## src/rtl/alu_pkg.sv

```systemverilog
package alu_pkg;
  localparam int OP_W = 4;

  typedef enum logic [OP_W-1:0] {
    OP_AND = 4'd0,
    OP_OR  = 4'd1,
    OP_ADD = 4'd2,
    OP_SUB = 4'd6,
    OP_SLT = 4'd7,
    OP_NOR = 4'd12
  } alu_op_e;
endpackage

```

## src/rtl/alu_bitwise.sv

```systemverilog
module alu_bitwise #(
  parameter int WIDTH = 32
) (
  input  logic [WIDTH-1:0] a_i,
  input  logic [WIDTH-1:0] b_i,
  output logic [WIDTH-1:0] and_o,
  output logic [WIDTH-1:0] or_o,
  output logic [WIDTH-1:0] nor_o
);
  logic [WIDTH-1:0] or_w;

  always_comb begin
    or_w  = a_i | b_i;
    and_o = a_i & b_i;
    or_o  = or_w;
    nor_o = ~or_w;
  end
endmodule

```

## src/rtl/alu_addsub.sv

```systemverilog
// Shared WIDTH+1 bit adder: sub_i selects a + ~b + 1 with a high extension bit on b,
// so bit WIDTH of the sum is the add carry or the subtract borrow.
module alu_addsub #(
  parameter int WIDTH  = 32,
  parameter bit RIPPLE = 1'b0
) (
  input  logic [WIDTH-1:0] a_i,
  input  logic [WIDTH-1:0] b_i,
  input  logic             sub_i,
  output logic [WIDTH:0]   sum_o
);
  localparam int EW = WIDTH + 1;

  logic [EW-1:0] x_w;
  logic [EW-1:0] y_w;

  always_comb begin
    x_w = {1'b0, a_i};
    y_w = {sub_i, b_i ^ {WIDTH{sub_i}}};
  end

  generate
    if (RIPPLE) begin : g_ripple
      logic [EW-1:0] c_w;
      assign c_w[0] = sub_i;
      for (genvar i = 0; i < EW; i++) begin : g_bit
        assign sum_o[i] = x_w[i] ^ y_w[i] ^ c_w[i];
        if (i < EW - 1) begin : g_cy
          assign c_w[i+1] = (x_w[i] & y_w[i]) | (c_w[i] & (x_w[i] ^ y_w[i]));
        end
      end
    end else begin : g_behav
      assign sum_o = x_w + y_w + {{WIDTH{1'b0}}, sub_i};
    end
  endgenerate
endmodule

```

## src/rtl/alu_slt.sv

```systemverilog
// Signed less-than from the subtractor: sign of difference corrected by overflow.
module alu_slt (
  input  logic a_msb_i,
  input  logic b_msb_i,
  input  logic d_msb_i,
  output logic lt_o
);
  logic ovf_w;

  always_comb begin
    ovf_w = (a_msb_i ^ b_msb_i) & (d_msb_i ^ a_msb_i);
    lt_o  = d_msb_i ^ ovf_w;
  end
endmodule

```

## src/rtl/opcode_alu.sv

```systemverilog
module opcode_alu #(
  parameter int WIDTH  = 32,
  parameter bit RIPPLE = 1'b0
) (
  input  logic [WIDTH-1:0]          a_i,
  input  logic [WIDTH-1:0]          b_i,
  input  logic [alu_pkg::OP_W-1:0]  op_i,
  output logic [WIDTH-1:0]          result_o,
  output logic                      zero_o,
  output logic                      carry_o
);
  import alu_pkg::*;

  logic [WIDTH-1:0] and_w, or_w, nor_w;
  logic [WIDTH:0]   sum_w;
  logic             sub_w;
  logic             lt_w;

  assign sub_w = (op_i == OP_SUB) || (op_i == OP_SLT);

  alu_bitwise #(.WIDTH(WIDTH)) u_bitwise (
    .a_i  (a_i),
    .b_i  (b_i),
    .and_o(and_w),
    .or_o (or_w),
    .nor_o(nor_w)
  );

  alu_addsub #(.WIDTH(WIDTH), .RIPPLE(RIPPLE)) u_addsub (
    .a_i  (a_i),
    .b_i  (b_i),
    .sub_i(sub_w),
    .sum_o(sum_w)
  );

  alu_slt u_slt (
    .a_msb_i(a_i[WIDTH-1]),
    .b_msb_i(b_i[WIDTH-1]),
    .d_msb_i(sum_w[WIDTH-1]),
    .lt_o   (lt_w)
  );

  always_comb begin
    result_o = '0;
    carry_o  = 1'b0;
    case (op_i)
      OP_AND: result_o = and_w;
      OP_OR:  result_o = or_w;
      OP_NOR: result_o = nor_w;
      OP_ADD: begin
        result_o = sum_w[WIDTH-1:0];
        carry_o  = sum_w[WIDTH];
      end
      OP_SUB: begin
        result_o = sum_w[WIDTH-1:0];
        carry_o  = sum_w[WIDTH];
      end
      OP_SLT: result_o = {{(WIDTH-1){1'b0}}, lt_w};
      default: begin
        result_o = '0;
        carry_o  = 1'b0;
      end
    endcase
    zero_o = ~|result_o;
  end
endmodule

```

## config.mk

```make
export PLATFORM = sky130hd
export DESIGN_NAME = opcode_alu
export DESIGN_NICKNAME = d
export VERILOG_FILES = /design/src/rtl/alu_pkg.sv /design/src/rtl/alu_bitwise.sv /design/src/rtl/alu_addsub.sv /design/src/rtl/alu_slt.sv /design/src/rtl/opcode_alu.sv
export SDC_FILE = /design/constraint.sdc
export NUM_CORES = 1
export LEC_CHECK = 0
export BUFFER_PORTS_ARGS = -buffer_cell sky130_fd_sc_hd__buf_2
export CORE_UTILIZATION = 45
export DETAILED_ROUTE_END_ITERATION = 6
export PLACE_DENSITY = 0.68
export SETUP_SLACK_MARGIN = 0.2
export SLEW_MARGIN = 40
export SYNTH_ARGS = -nofsm -noshare
export SYNTH_HDL_FRONTEND = slang
export SYNTH_SLANG_ARGS = --single-unit
```

## constraint.sdc

```tcl
create_clock -name vclk -period 13.1
set_input_delay 3.93 -clock vclk [all_inputs]
set_output_delay 3.93 -clock vclk [all_outputs]
set_load 0.005 [all_outputs]
```

==> flow_summary.toml, run 1 <==
[power_and_ir_drop]
combinational_fraction_of_design_power_pct = 100.0
power.clock.fraction_pct = 0
ir_worst_vdd_uv = 28.1
reported_leakage_power_nw = 1.67
p_int_mw = 0.0887
power_density_nw_per_um2 = 52.9
power.net_switching_mw = 0.119
switching_share_pct = 57.2
power.share.sequential_pct = 0

[final_layout]
finalInstanceArea_um2 = 3920
clock_buffer_count = 0
n_sequential_cell = 0
num_antenna_cells = 0
multi_input_area_um2 = 3200
layoutNonFillerInstCount = 653
layout.filler_cells = 736
design.final.nets = 661
layout-drive-gt1-share_pct = 23.5
regArea_um2 = 0
area_growth_pct = 17.2

[global_routing]
grt_use_met2_pct = 48.5
grt_first_pass_wirelength_um = 17400
global_route.usage.met1_pct = 38.0
grt_overflow = 0
first_global_vias = 3616
grt_use_total_pct = 27.5
antenna_found_initial = 0
global_route_met3_usage_pct = 1.31
pin_count_of_the_biggest_net_entering_global_routing = 41
busiest_layer = "met2"

[placed_design]
gpl.final_weighted_congestion = 0.957
place.port_buffers = 102
place_area_um2 = 3910
hpwl_um = 8650
total_instance_count_after_detailed_placement = 653

[synthesis]
cells_taking_the_most_area_after_synthesis = "ha_1 13%, xnor2_1 11%, maj3_1 9.0%"
synth_top_cells_by_count = "54 x a21oi_1, 43 x xnor2_1, 36 x ha_1"
area_of_the_mapped_netlist_um2 = 3340
synth_top_area_share_pct = 13.5
synth_most_common_cell = "a21oi_1"
synth_largest_area_cell = "ha_1"
synth_cells = 479
synth_area_per_cell_um2 = 6.98
ys_warn_count = 0
synth-seq-area-share_pct = 0
netlist-cell-type-count = 64
synth_fp_nets = 584

[timing]
clock.fmax_mhz = 83.6
slew-limit-headroom_pct = 44.3
timing.hold.ws_ns = 8.20
timing.setup.tns_ns = 0
layout_min_cycle_time_ns = 11.97
report.final.hold_viol_count = 0
final.period_utilization_pct = 91.3
finalSetupViolations = 0
drv_slew = 0
rsz0062_at_grt = "false"
max_slew.worst_pin.slew_ns = 0.833

[critical_path]
startpoint_type = "input port"
worst-endpoint-required_ns = 9.17
critical_path_buf_inv_count = 3
max_stage_delay_ns = 0.49
cpMaxStageDelayCell = "or3b_2"
critPathArrivalTime_ns = 8.04
worst_path_top_cell_family_by_delay = "simple AND/OR/NAND/NOR gates"
crit_path_cell_trace = "buf_2, nand3b_1, buf_4, nor2_1, a21oi_1, fa_1, nor2b_1, o2111ai_1, a21oi_1, nor2_1, o31ai_1, xnor2_1, o21ai_0, or3b_2, or4_1, nor4_2, buf_2"
worstSetupEndpointType = "primary output"
critical_path.max_fanout = 15
crit_type = "input port to primary output"

[route]
starting_drc_count_in_detailed_routing = 272
drc = 0
detail_route.wl_per_cell_um = 16.5
final_antenna_net_count = 0
detailroute.via_count = 3987
routed_wirelength_um = 10800
vias_per_cell = 6.11
detailedRoute.firstPassIterationCount = 5

[clocking]
post_cts_repair_timing_setup_buffer_count = 0
post_cts_hold_fix_bufs = 0
post_cts_resize_count = 0

[status]
status = "completed"

[die]
die_width_um = 88.2
fp.dieH_um = 88.2
ios = 102
initial_core_util_pct = 46.4
fp.dieArea_um2 = 7780
core.rowCount = 31
placeableCoreArea_um2 = 7210

[flow_run]
cap_violations = 0

[min_path]
timing.hold.worst.class = "input port to primary output"
cells in the final DEF, fill, tap and decap left out, types with 5 or more instances in the layout:
cell / n
xor2_1: 10
inv_1: 11
nor2_1: 22
nor3_1: 31
a21o_1: 13
nand4_1: 12
ha_1: 36
buf_2: 101
o21ai_0: 33
nand2_1: 28
xnor2_1: 43
a31o_2: 5
a21oi_1: 54
o31ai_1: 9
buf_4: 7
maj3_1: 30
or4_1: 6
nand3_1: 8
o21a_1: 9
through the flow:
stage,power [mW],utilization [%],setup WS (ns)
floorplan,0.144,-,1.63
global placement,0.201,54.1,1.32
detailed placement,0.204,54.2,1.18
CTS,0.205,54.2,1.15
global route,0.228,54.3,0.909
finish,0.207,54.3,1.13
cell type report:
cell class	count	area share, %
timing repair buffer	108	14.2
inverter	11	1.05
multi-input combinational	435	81.5
tap	99	3.16
power groups by stage:
stage / Clock (mW) / Sequential (mW) / Combinational, mW
2_1_floorplan: 0 / 0 / 0.144
3_3_place_gp: 0 / 0 / 0.201
3_5_place_dp: 0 / 0 / 0.204
4_1_cts: 0 / 0 / 0.205
5_1_grt: 0 / 0 / 0.228
6_report: 0 / 0 / 0.207
logic make-up (layout without fill, tap and decap cells):
kind of cell	Yosys count	in the layout	share of synthesized area, %
fa+ha+maj	67	67	23.0
xor+xnor	53	53	13.9
compound gates	167	167	33.4
mux	3	3	0.935
simple gates	145	145	23.6
buf+inv	44	119	5.09
metal layers:
metal	vias up	part of all wire, %	wire length [µm]
met5	-	0	0
met4	0	1.0	113
met1	1842	45	4860
met2	155	47	5100
met3	10	6.5	702
li1	1980	-	-
worst paths after layout:
path    start     endpoint  cells past startpoint
min    b_i[1]  result_o[1]                      3
max   op_i[3]       zero_o                     17
No activity file was read; power rests on OpenSTA's default activity.
==> run 2, diff against run 1 <==
- ABC_AREA: not set -> 1
- PLACE_DENSITY: 0.68 -> 0.67
==> run 2 against run 1 <==
- core utilization is 1.1 points higher
- critical path depth is 2 higher
- combinational power hardly changed
==> flow_summary.toml, run 2 <==
[critical_path]
worst_path_top_cell_family_by_delay = "simple AND/OR/NAND/NOR gates"
crit_path_cell_trace = "buf_2, inv_2, nand3_4, xor2_1, ha_1, nand2_1, inv_1, a21oi_1, nor2_1, o21ai_0, nand3_1, nand2_1, nand2_1, o21ai_0, nand2_1, nor2_1, nand3_1, nor2_1, buf_2"
crit_top_cell = "nand2_1"
critical_path.max_fanout = 27
startpoint_type = "input port"
max_stage_delay_ns = 0.40
critPathArrivalTime_ns = 7.14
worstSetupEndpointType = "primary output"
worst-endpoint-required_ns = 9.17
critical_path_buf_inv_count = 4
crit_type = "input port to primary output"
crit_path_start = "op_i[3]"
cpMaxStageDelayCell = "nand3_4"

[synthesis]
ys_warn_count = 0
synth_most_common_cell = "nand2_1"
synth_area_per_cell_um2 = 5.07
netlist-cell-type-count = 35
synth_top_cells_by_count = "217 x nand2_1, 107 x inv_1, 90 x nor2_1"
area_of_the_mapped_netlist_um2 = 3710
synth-xor-area-share_pct = 7.54
synth_largest_area_cell = "nand2_1"
synth_top_area_share_pct = 21.9
synth_mux_area_share_pct = 0
synth_fa_ha_area_share_pct = 12.7
largest_family_of_logic_cells_by_synthesized_area = "simple AND/OR/NAND/NOR gates"
synth_fp_nets = 838
synth-seq-area-share_pct = 0
synth_simple_gate_area_share_pct = 49.4
synth_cells = 733
cells_taking_the_most_area_after_synthesis = "nand2_1 22%, ha_1 12%, inv_1 11%"
synth_compound_gate_area_share_pct = 17.6

[route]
final_antenna_net_count = 0
starting_drc_count_in_detailed_routing = 286
routed_wirelength_um = 13000
detailroute.via_count = 5062
drc = 0
vias_per_cell = 5.45
detailedRoute.firstPassIterationCount = 5
detail_route.wl_per_cell_um = 14.0

[status]
status = "completed"

[final_layout]
clock_buffer_count = 0
multi_input_area_um2 = 3260
num_antenna_cells = 0
layout.cells.most_common = "nand2_1"
layout.filler_cells = 885
regArea_um2 = 0
finalInstanceArea_um2 = 4350
n_sequential_cell = 0
design.final.nets = 933
layout-drive-gt1-share_pct = 14.2
area_growth_pct = 17.0
final_core_util_pct = 55.4
layout.cells.most_common_list = "217 x nand2_1, 107 x inv_1, 102 x buf_2, 90 x nor2_1, 73 x nand3_1"

[timing]
final.period_utilization_pct = 84.5
max_slew.worst_pin.slew_ns = 0.680
slew-limit-headroom_pct = 54.5
timing.setup.tns_ns = 0
drv_slew = 0
rsz0062_at_grt = "false"
finalSetupViolations = 0
layout_min_cycle_time_ns = 11.07
report.final.hold_viol_count = 0
clock.fmax_mhz = 90.4

[power_and_ir_drop]
power_density_nw_per_um2 = 47.4
overall_power_mw = 0.206
ir_worst_vdd_uv = 21.8
reported_leakage_power_nw = 2.52

[placed_design]
hpwl_um = 10800
gpl.final_weighted_congestion = 0.936
place.port_buffers = 102
place_area_um2 = 4350

[die]
fp.dieH_um = 92.9
die_width_um = 92.9
fp.dieArea_um2 = 8620
initial_core_util_pct = 47.3
core.rowCount = 32
ios = 102
placeableCoreArea_um2 = 7850

[flow_run]
cap_violations = 0

[min_path]
holdPathEnd = "result_o[13]"
hold-path-cell-count = 4
holdCritStartpoint = "b_i[13]"
timing.hold.worst.class = "input port to primary output"

[global_routing]
grt_use_total_pct = 30.0
grt_overflow = 0
antenna_found_initial = 0
grt_first_pass_wirelength_um = 21000
first_global_vias = 4526
pin_count_of_the_biggest_net_entering_global_routing = 33

[clocking]
post_cts_hold_fix_bufs = 0
post_cts_resize_count = 0
post_cts_repair_timing_setup_buffer_count = 0
[run 2: changes by cell type after synthesis, moves of 16 or more]
cell	previous run	this run
nand3_1	8	73
inv_1	11	107
clkbuf_1	21	2
nor2_1	22	90
nor3_1	32	14
a21oi_1	54	38
xnor2_1	43	22
nand2_1	28	217
maj3_1	30	0
[run 2: per-layer routing]
layer | GRT usage, % | part of all wire, % | wire length (µm) | vias up
met5 | 0 | 0 | 0 | -
met4 | 7.56 | 2.2 | 282 | 0
met3 | 4.19 | 7.2 | 945 | 22
met2 | 49.8 | 43 | 5610 | 195
met1 | 40.3 | 48 | 6200 | 2255
li1 | - | - | - | 2590
[run 2: worst max-delay path by stage]
stage | cells past startpoint | slack, ns | end
6_report | 19 | 2.03 | zero_o
3_3_place_gp | 23 | 1.72 | zero_o
4_1_cts | 19 | 2.07 | zero_o
2_1_floorplan | 20 | 2.89 | zero_o
5_1_grt | 19 | 1.60 | zero_o
3_5_place_dp | 22 | 2.08 | zero_o
[run 2: cells by family (layout without fill, tap and decap cells)]
| kind of cell | count (synthesis) | after routing |
|---|---|---|
| simple gates | 429 | 429 |
| buf+inv | 122 | 215 |
| compound gates | 113 | 113 |
| fa+ha+maj | 37 | 37 |
| xor+xnor | 32 | 32 |
[run 2: area by class of cell]
| class | count | share of cell area, % |
|---|---|---|
| Inverter | 109 | 9.42 |
| Tap cell | 102 | 2.94 |
| Multi-Input combinational cell | 611 | 75.1 |
| Timing Repair Buffer | 106 | 12.5 |
[run 2: where the power goes]
group	internal, mW	switching (mW)
Sequential	0	0
Combinational	0.0740	0.132
Clock	0	0
[run 2: metrics by stage]
stage | cells | worst slack, ns | hold slack (ns)
2_1_floorplan | 733 | 2.89 | 7.97
3_3_place_gp | 927 | 1.72 | 8.21
3_5_place_dp | 928 | 2.08 | 8.21
4_1_cts | 928 | 2.07 | 8.21
5_1_grt | 928 | 1.60 | 8.24
6_report | 928 | 2.03 | 8.21
